**src/rtl/flash_chunk_pkg.sv**
```systemverilog
package flash_chunk_pkg;
  typedef enum logic [1:0] {
    ST_IDLE  = 2'd0,
    ST_ISSUE = 2'd1,
    ST_WAIT  = 2'd2,
    ST_DONE  = 2'd3
  } chunk_state_t;
endpackage

```
**src/rtl/chunk_len_calc.sv**
```systemverilog
module chunk_len_calc #(
  parameter int ADDR_W     = 24,
  parameter int CNT_W      = 16,
  parameter int PAGE_BYTES = 256,
  parameter int MAX_CHUNK  = 64,
  parameter int GRAIN      = 8,
  localparam int PAGE_W    = $clog2(PAGE_BYTES),
  localparam int LEN_W     = $clog2(MAX_CHUNK + 1)
) (
  input  logic [ADDR_W-1:0] cur_addr,
  input  logic [CNT_W-1:0]  remaining,
  output logic [LEN_W-1:0]  len
);
  localparam logic [LEN_W-1:0] GRAIN_MASK = ~LEN_W'(GRAIN - 1);

  logic [CNT_W-1:0] to_edge;
  logic [CNT_W-1:0] raw;

  // bytes left before the next page boundary (1..PAGE_BYTES)
  assign to_edge = CNT_W'(PAGE_BYTES) - CNT_W'(cur_addr[PAGE_W-1:0]);

  always_comb begin
    raw = (remaining < to_edge) ? remaining : to_edge;
    if (raw >= CNT_W'(MAX_CHUNK)) begin
      len = LEN_W'(MAX_CHUNK);
    end else if (raw >= CNT_W'(GRAIN)) begin
      len = LEN_W'(raw) & GRAIN_MASK;
    end else begin
      len = LEN_W'(raw);
    end
  end
endmodule

```
**src/rtl/chunk_ctrl.sv**
```systemverilog
module chunk_ctrl
  import flash_chunk_pkg::*;
#(
  parameter int ADDR_W = 24,
  parameter int CNT_W  = 16,
  parameter int LEN_W  = 7
) (
  input  logic              clk,
  input  logic              rst_n,
  input  logic              start_valid,
  input  logic [ADDR_W-1:0] start_addr,
  input  logic [CNT_W-1:0]  start_count,
  input  logic              start_write,
  output logic              idle,
  input  logic [LEN_W-1:0]  len,
  output logic [ADDR_W-1:0] cur_addr,
  output logic [CNT_W-1:0]  remaining,
  output logic              op_valid,
  input  logic              op_ready,
  output logic              op_write,
  input  logic              op_cpl,
  input  logic              op_cpl_err,
  output logic              done,
  output logic              done_err
);
  chunk_state_t      state_q, state_d;
  logic [ADDR_W-1:0] addr_q, addr_d;
  logic [CNT_W-1:0]  rem_q, rem_d;
  logic              wr_q, wr_d;
  logic              err_q, err_d;
  logic              data_en;

  always_comb begin
    state_d = state_q;
    addr_d  = addr_q;
    rem_d   = rem_q;
    wr_d    = wr_q;
    err_d   = err_q;
    data_en = 1'b0;
    case (state_q)
      ST_IDLE: begin
        if (start_valid) begin
          addr_d  = start_addr;
          rem_d   = start_count;
          wr_d    = start_write;
          err_d   = 1'b0;
          data_en = 1'b1;
          state_d = ST_ISSUE;
        end
      end
      ST_ISSUE: begin
        if (op_ready) state_d = ST_WAIT;
      end
      ST_WAIT: begin
        if (op_cpl) begin
          data_en = 1'b1;
          if (op_cpl_err) begin
            err_d   = 1'b1;
            state_d = ST_DONE;
          end else begin
            addr_d  = addr_q + ADDR_W'(len);
            rem_d   = rem_q - CNT_W'(len);
            state_d = (rem_q == CNT_W'(len)) ? ST_DONE : ST_ISSUE;
          end
        end
      end
      default: state_d = ST_IDLE;
    endcase
  end

  always_ff @(posedge clk or negedge rst_n) begin
    if (!rst_n) begin
      state_q <= ST_IDLE;
      addr_q  <= '0;
      rem_q   <= '0;
      wr_q    <= 1'b0;
      err_q   <= 1'b0;
    end else begin
      state_q <= state_d;
      if (data_en) begin
        addr_q <= addr_d;
        rem_q  <= rem_d;
        wr_q   <= wr_d;
        err_q  <= err_d;
      end
    end
  end

  assign idle      = (state_q == ST_IDLE);
  assign op_valid  = (state_q == ST_ISSUE);
  assign done      = (state_q == ST_DONE);
  assign done_err  = done & err_q;
  assign cur_addr  = addr_q;
  assign remaining = rem_q;
  assign op_write  = wr_q;
endmodule

```
**src/rtl/flash_chunker.sv**
```systemverilog
module flash_chunker #(
  parameter int ADDR_W     = 24,
  parameter int CNT_W      = 16,
  parameter int PAGE_BYTES = 256,
  parameter int MAX_CHUNK  = 64,
  parameter int GRAIN      = 8,
  localparam int LEN_W     = $clog2(MAX_CHUNK + 1)
) (
  input  logic              clk,
  input  logic              rst_n,
  input  logic              req_valid,
  output logic              req_ready,
  input  logic [ADDR_W-1:0] req_addr,
  input  logic [CNT_W-1:0]  req_count,
  input  logic              req_write,
  input  logic              req_has_data,
  input  logic              req_linear,
  input  logic [ADDR_W-1:0] base_offset,
  output logic              op_valid,
  input  logic              op_ready,
  output logic [ADDR_W-1:0] op_addr,
  output logic [LEN_W-1:0]  op_count,
  output logic              op_write,
  input  logic              op_cpl,
  input  logic              op_cpl_err,
  output logic              done,
  output logic              done_err
);
  logic [ADDR_W-1:0] start_addr;
  logic [CNT_W-1:0]  start_count;
  logic [ADDR_W-1:0] cur_addr;
  logic [CNT_W-1:0]  remaining;
  logic [LEN_W-1:0]  len;

  assign start_addr  = req_linear ? req_addr : (req_addr + base_offset);
  assign start_count = req_has_data ? req_count : '0;

  chunk_len_calc #(
    .ADDR_W(ADDR_W), .CNT_W(CNT_W), .PAGE_BYTES(PAGE_BYTES),
    .MAX_CHUNK(MAX_CHUNK), .GRAIN(GRAIN)
  ) i_len (
    .cur_addr (cur_addr),
    .remaining(remaining),
    .len      (len)
  );

  chunk_ctrl #(
    .ADDR_W(ADDR_W), .CNT_W(CNT_W), .LEN_W(LEN_W)
  ) i_ctrl (
    .clk        (clk),
    .rst_n      (rst_n),
    .start_valid(req_valid),
    .start_addr (start_addr),
    .start_count(start_count),
    .start_write(req_write),
    .idle       (req_ready),
    .len        (len),
    .cur_addr   (cur_addr),
    .remaining  (remaining),
    .op_valid   (op_valid),
    .op_ready   (op_ready),
    .op_write   (op_write),
    .op_cpl     (op_cpl),
    .op_cpl_err (op_cpl_err),
    .done       (done),
    .done_err   (done_err)
  );

  assign op_addr  = cur_addr;
  assign op_count = len;
endmodule

```
**config.mk**
```make
export PLATFORM = sky130hd
export DESIGN_NAME = flash_chunker
export DESIGN_NICKNAME = d
export VERILOG_FILES = /design/src/rtl/flash_chunk_pkg.sv /design/src/rtl/chunk_len_calc.sv /design/src/rtl/chunk_ctrl.sv /design/src/rtl/flash_chunker.sv
export SDC_FILE = /design/constraint.sdc
export NUM_CORES = 1
export LEC_CHECK = 0
export BUFFER_PORTS_ARGS = -buffer_cell sky130_fd_sc_hd__clkbuf_2
export CAP_MARGIN = 15
export CELL_PAD_IN_SITES_DETAIL_PLACEMENT = 0
export CELL_PAD_IN_SITES_GLOBAL_PLACEMENT = 2
export CORE_MARGIN = 1.5
export CORE_UTILIZATION = 32
export CTS_BUF_LIST = sky130_fd_sc_hd__clkbuf_4 sky130_fd_sc_hd__clkbuf_8 sky130_fd_sc_hd__clkbuf_16
export DETAILED_ROUTE_END_ITERATION = 8
export PLACE_DENSITY = 0.89
export SLEW_MARGIN = 20
export SYNTH_ARGS = -nofsm -noshare
export SYNTH_HDL_FRONTEND = slang
export SYNTH_SLANG_ARGS = --single-unit
```
**constraint.sdc**
```tcl
create_clock -name clk -period 6.9 [get_ports clk]
set_clock_uncertainty 0.15 [all_clocks]
set_input_delay 1.035 -clock clk [delete_from_list [all_inputs] [get_ports clk]]
set_output_delay 1.035 -clock clk [all_outputs]
set_load 0.005 [all_outputs]
```
==> summary.md <==
The run finished with clean final reports. The clock passes through at most 2 buffers. STA classifies the critical path endpoint as a flip-flop. The logs give 3720 µm² for the area used by multi-input combinational logic and 1619 for the number of inserted filler cells in the final layout. 109 I/O pins were placed. The register area share after synthesis is 0.220. TritonCTS built the clock tree. The logs give 5165 for the via count of the first global-routing pass and 44 for the CTS sink count. The endpoint identified for the worst register-to-register timing path is i_ctrl.cur_addr[23]. In this run the critical register-to-register path is launched from i_ctrl.cur_addr[1]. The worst register-to-register path has a depth of 19. The logs give 12700 µm for the HPWL after detailed placement and 5379 for the number of vias in the routed layout.

The final clock period utilization by the worst path was 0.921. After detailed routing, the number of remaining DRC violations is 0. The number of nets produced by synthesis was 778.

Setup repair after global routing left no endpoint under its margin. Power spread over the standard cell area amounts to 390 nW/µm². At the pin with the least slew margin, the transition time is 0.746 ns.

Setup violations remaining at the end of the flow were counted as 0. The antenna diode count was 0. Entering global routing, the biggest net connects 45 pins. Summing all flip-flop and latch instances after layout gives 1100 µm². During synthesis, Yosys emitted a total of 0 warnings. The tools report the initial antenna violation count as 0.

After detailed routing, the total wire length is 16300 µm. The mapped netlist covers 5010 µm². The number of clock buffers added by TritonCTS is 5. Of all nets on the critical path, the largest fanout is 8. The share of layout cells above drive strength 1 is 0.193. Kind of critical path: reg -> reg. The overall fraction of global-route tracks in use came out at 0.199. After clock tree synthesis, the clock-pin slew on the worst setup and hold paths is 0.07 ns.

The internal reg-to-reg setup slack came out at 0.54 ns. After detailed routing, no signal wire sits above met4. The first detailed-routing pass took 5 iterations. The region available for standard cell placement spans 15300 µm². Power comes to 0.00230 W.

CTS placed an instance of sky130_fd_sc_hd__clkbuf_16 at the clock tree root. Once layout is complete, the cells apart from fillers number 959. The logs give 0.328 for the initial standard-cell utilization of the core and 0 for the count of final max-slew check failures. Compared with the post-synthesis result, the final layout area differs by 17.5%. The die extent in y is 128 µm. The number of synthesized register bits is 44, and the post-layout net count is 870. For the worst setup path, the data required time is 6.93 ns. The total overflow left after global routing is 0. The worst hold path passes through 2 cells. Clock latency on the worst-skew pair, taken at its later pin, is 0.29 ns.

The clock period could shrink to 6.36 ns. Endpoint of the worst hold-timing path: i_ctrl.op_write. Buffers placed on the I/O ports in this run total 108.

The run gives 2 as the number of levels the H-tree was split into. The detail-routed net length per standard cell is 17.0 µm. The tools report the final setup TNS as 0 ns. The die width was 128 µm. The cell count after placement was 952. Yosys mapped a number of flops with a built-in enable equal to 0.

For this design, the CTS-stage hold fixing added 0 buffers. The detailed-routed wire length on met2 came out at 7570 µm. The tools report the cell count after synthesis as 656.

In the layout the commonest cells are sky130_fd_sc_hd__clkbuf_2, sky130_fd_sc_hd__nand2_1, sky130_fd_sc_hd__a21oi_1. For the row count, the log shows 45. The tightest min-delay check is of the reg -> reg type.

The arrival time reported for the critical path endpoint is 6.38 ns, and the post-cts repair resize count is 0. The count of max-cap constraint violations is 0. Leaving out fill and tap cells, the most frequent cell in the layout is sky130_fd_sc_hd__clkbuf_2.

The mean number of vias per cell was 5.61. Highest clock frequency the design can meet: 157 MHz. The worst hold path begins at i_ctrl.op_write.

The logs give 0 for the final count of hold timing violations and 877 µm for the met3 wire length. The count of nets left with antenna violations once routing finished came out at 0. In the final routing, the length of wire on met1 measures 7560 µm. The global-route wire length before repair is 26300 µm, and the worst relative slew slack is 0.501. In this run, the number of DRC markers left after iteration 0 of detailed routing was 445.

The distinct cell type count after synthesis was 74; the maximum resistive drop on vdd was 158 µV. The proportion of synthesized flip-flops having asynchronous set or reset is 1.00. The tools report the die outline area as 16400 µm². For this run, the leading register cell type out of synthesis is sky130_fd_sc_hd__dfrtp_1. Buffers added to address setup during post-CTS repair amount to 0. The worst setup path is launched from a flip-flop. A synthesized cell averages 7.64 µm².

For this design the static power due to leakage is 2.64 nW. The run gives 0.881 as the final weighted congestion of routability-driven global placement.
## worst max path at each step
stage,start,end,slack (ns)
global route,i_ctrl.cur_addr[1],i_ctrl.remaining[15],0.07
CTS,i_ctrl.cur_addr[1],i_ctrl.cur_addr[23],0.44
floorplan,i_ctrl.cur_addr[1],i_ctrl.cur_addr[22],0.82
global placement,i_ctrl.cur_addr[1],i_ctrl.cur_addr[22],0.62
detailed placement,i_ctrl.cur_addr[1],i_ctrl.cur_addr[23],0.45
finish,i_ctrl.cur_addr[1],i_ctrl.cur_addr[23],0.54
## state kept, by name (all words and copies together) (netlist names)
signal            count
i_ctrl.remaining     16
i_ctrl.state_q        2
i_ctrl.err_q          1
i_ctrl.op_write       1
i_ctrl.cur_addr      24
## area by class of cell
cell class / instances / area share
repair buffers: 114 / 0.0994
well taps: 211 / 0.0448
multi-input cells: 562 / 0.632
clock inverters: 2 / 0.00212
flip-flops and latches: 44 / 0.187
inverters: 21 / 0.0134
clock buffers: 5 / 0.0212
## kinds of logic after synthesis
| logic type | count (synthesis) | synth area share |
|---|---|---|
| and+or+nand+nor | 255 | 0.250 |
| buffers and inverters | 50 | 0.0394 |
| AOI/OAI and AO/OA | 219 | 0.289 |
| muxes | 16 | 0.0344 |
| DFF | 44 | 0.220 |
| xor gates and xnor gates | 23 | 0.0402 |
| adders and majority gates | 49 | 0.127 |
## metal layers
| layer | up-vias | track usage |
|---|---|---|
| met3 | 23 | 0.0309 |
| met5 | - | 0 |
| met4 | 0 | 0.0535 |
| li1 | 2648 | - |
| met1 | 2527 | 0.266 |
| met2 | 181 | 0.333 |
## critical path, stage by stage, from the launching register on
cell and delay [ns]:
sky130_fd_sc_hd__dfrtp_1 0.43, sky130_fd_sc_hd__inv_1 0.14, sky130_fd_sc_hd__ha_1 0.24, sky130_fd_sc_hd__or3b_4 0.41, sky130_fd_sc_hd__or4_4 0.44, sky130_fd_sc_hd__or2_2 0.29, sky130_fd_sc_hd__ha_1 0.29, sky130_fd_sc_hd__and4_4 0.19
sky130_fd_sc_hd__a2111oi_1 0.56, sky130_fd_sc_hd__o2111ai_4 0.33, sky130_fd_sc_hd__mux2_4 0.40, sky130_fd_sc_hd__nor2_1 0.16, sky130_fd_sc_hd__ha_1 0.25, sky130_fd_sc_hd__a21oi_1 0.27, sky130_fd_sc_hd__o211ai_1 0.25, sky130_fd_sc_hd__o31ai_2 0.59
sky130_fd_sc_hd__nor3_1 0.18, sky130_fd_sc_hd__mux2i_1 0.18, sky130_fd_sc_hd__o211ai_1 0.09, sky130_fd_sc_hd__a2111o_1 0.40
## stage by stage
| stage | setup slack, ns | hold slack, ns | cell area [µm²] | util |
|---|---|---|---|---|
| after floorplan | 0.819 | 0.320 | 5010 | - |
| after global placement | 0.621 | 0.319 | 5750 | 0.377 |
| after detailed placement | 0.450 | 0.325 | 5750 | 0.377 |
| after CTS | 0.441 | 0.342 | 5890 | 0.386 |
| after global routing | 0.0679 | 0.351 | 5890 | 0.386 |
| final | 0.545 | 0.334 | 5890 | 0.386 |
## synth_stat cells, types with 8 or more instances
master,instances,area (µm²)
sky130_fd_sc_hd__nor3_1,21,105
sky130_fd_sc_hd__nand2_1,76,285
sky130_fd_sc_hd__a21oi_1,58,290
sky130_fd_sc_hd__and3_1,9,56.3
sky130_fd_sc_hd__nand3_1,24,120
sky130_fd_sc_hd__ha_1,46,576
sky130_fd_sc_hd__xor2_1,17,149
sky130_fd_sc_hd__nand4_1,11,68.8
sky130_fd_sc_hd__a31oi_1,12,75.1
sky130_fd_sc_hd__nor2_1,50,188
sky130_fd_sc_hd__nand2b_1,17,106
sky130_fd_sc_hd__clkbuf_1,21,78.8
sky130_fd_sc_hd__o211ai_1,14,105
sky130_fd_sc_hd__o21ai_0,48,240
sky130_fd_sc_hd__inv_1,20,75.1
sky130_fd_sc_hd__mux2i_1,9,90.1
sky130_fd_sc_hd__o31ai_1,8,60.1
sky130_fd_sc_hd__a21o_1,12,90.1
sky130_fd_sc_hd__dfrtp_1,44,1100
sky130_fd_sc_hd__nor2b_1,10,62.6
## power by group
group,internal [W],switching (W)
combinational,0.000617,0.000857
clock,0.000132,0.000111
sequential,0.000378,0.000202
total,0.00113,0.00117
Power figures use the tool's default switching activity.
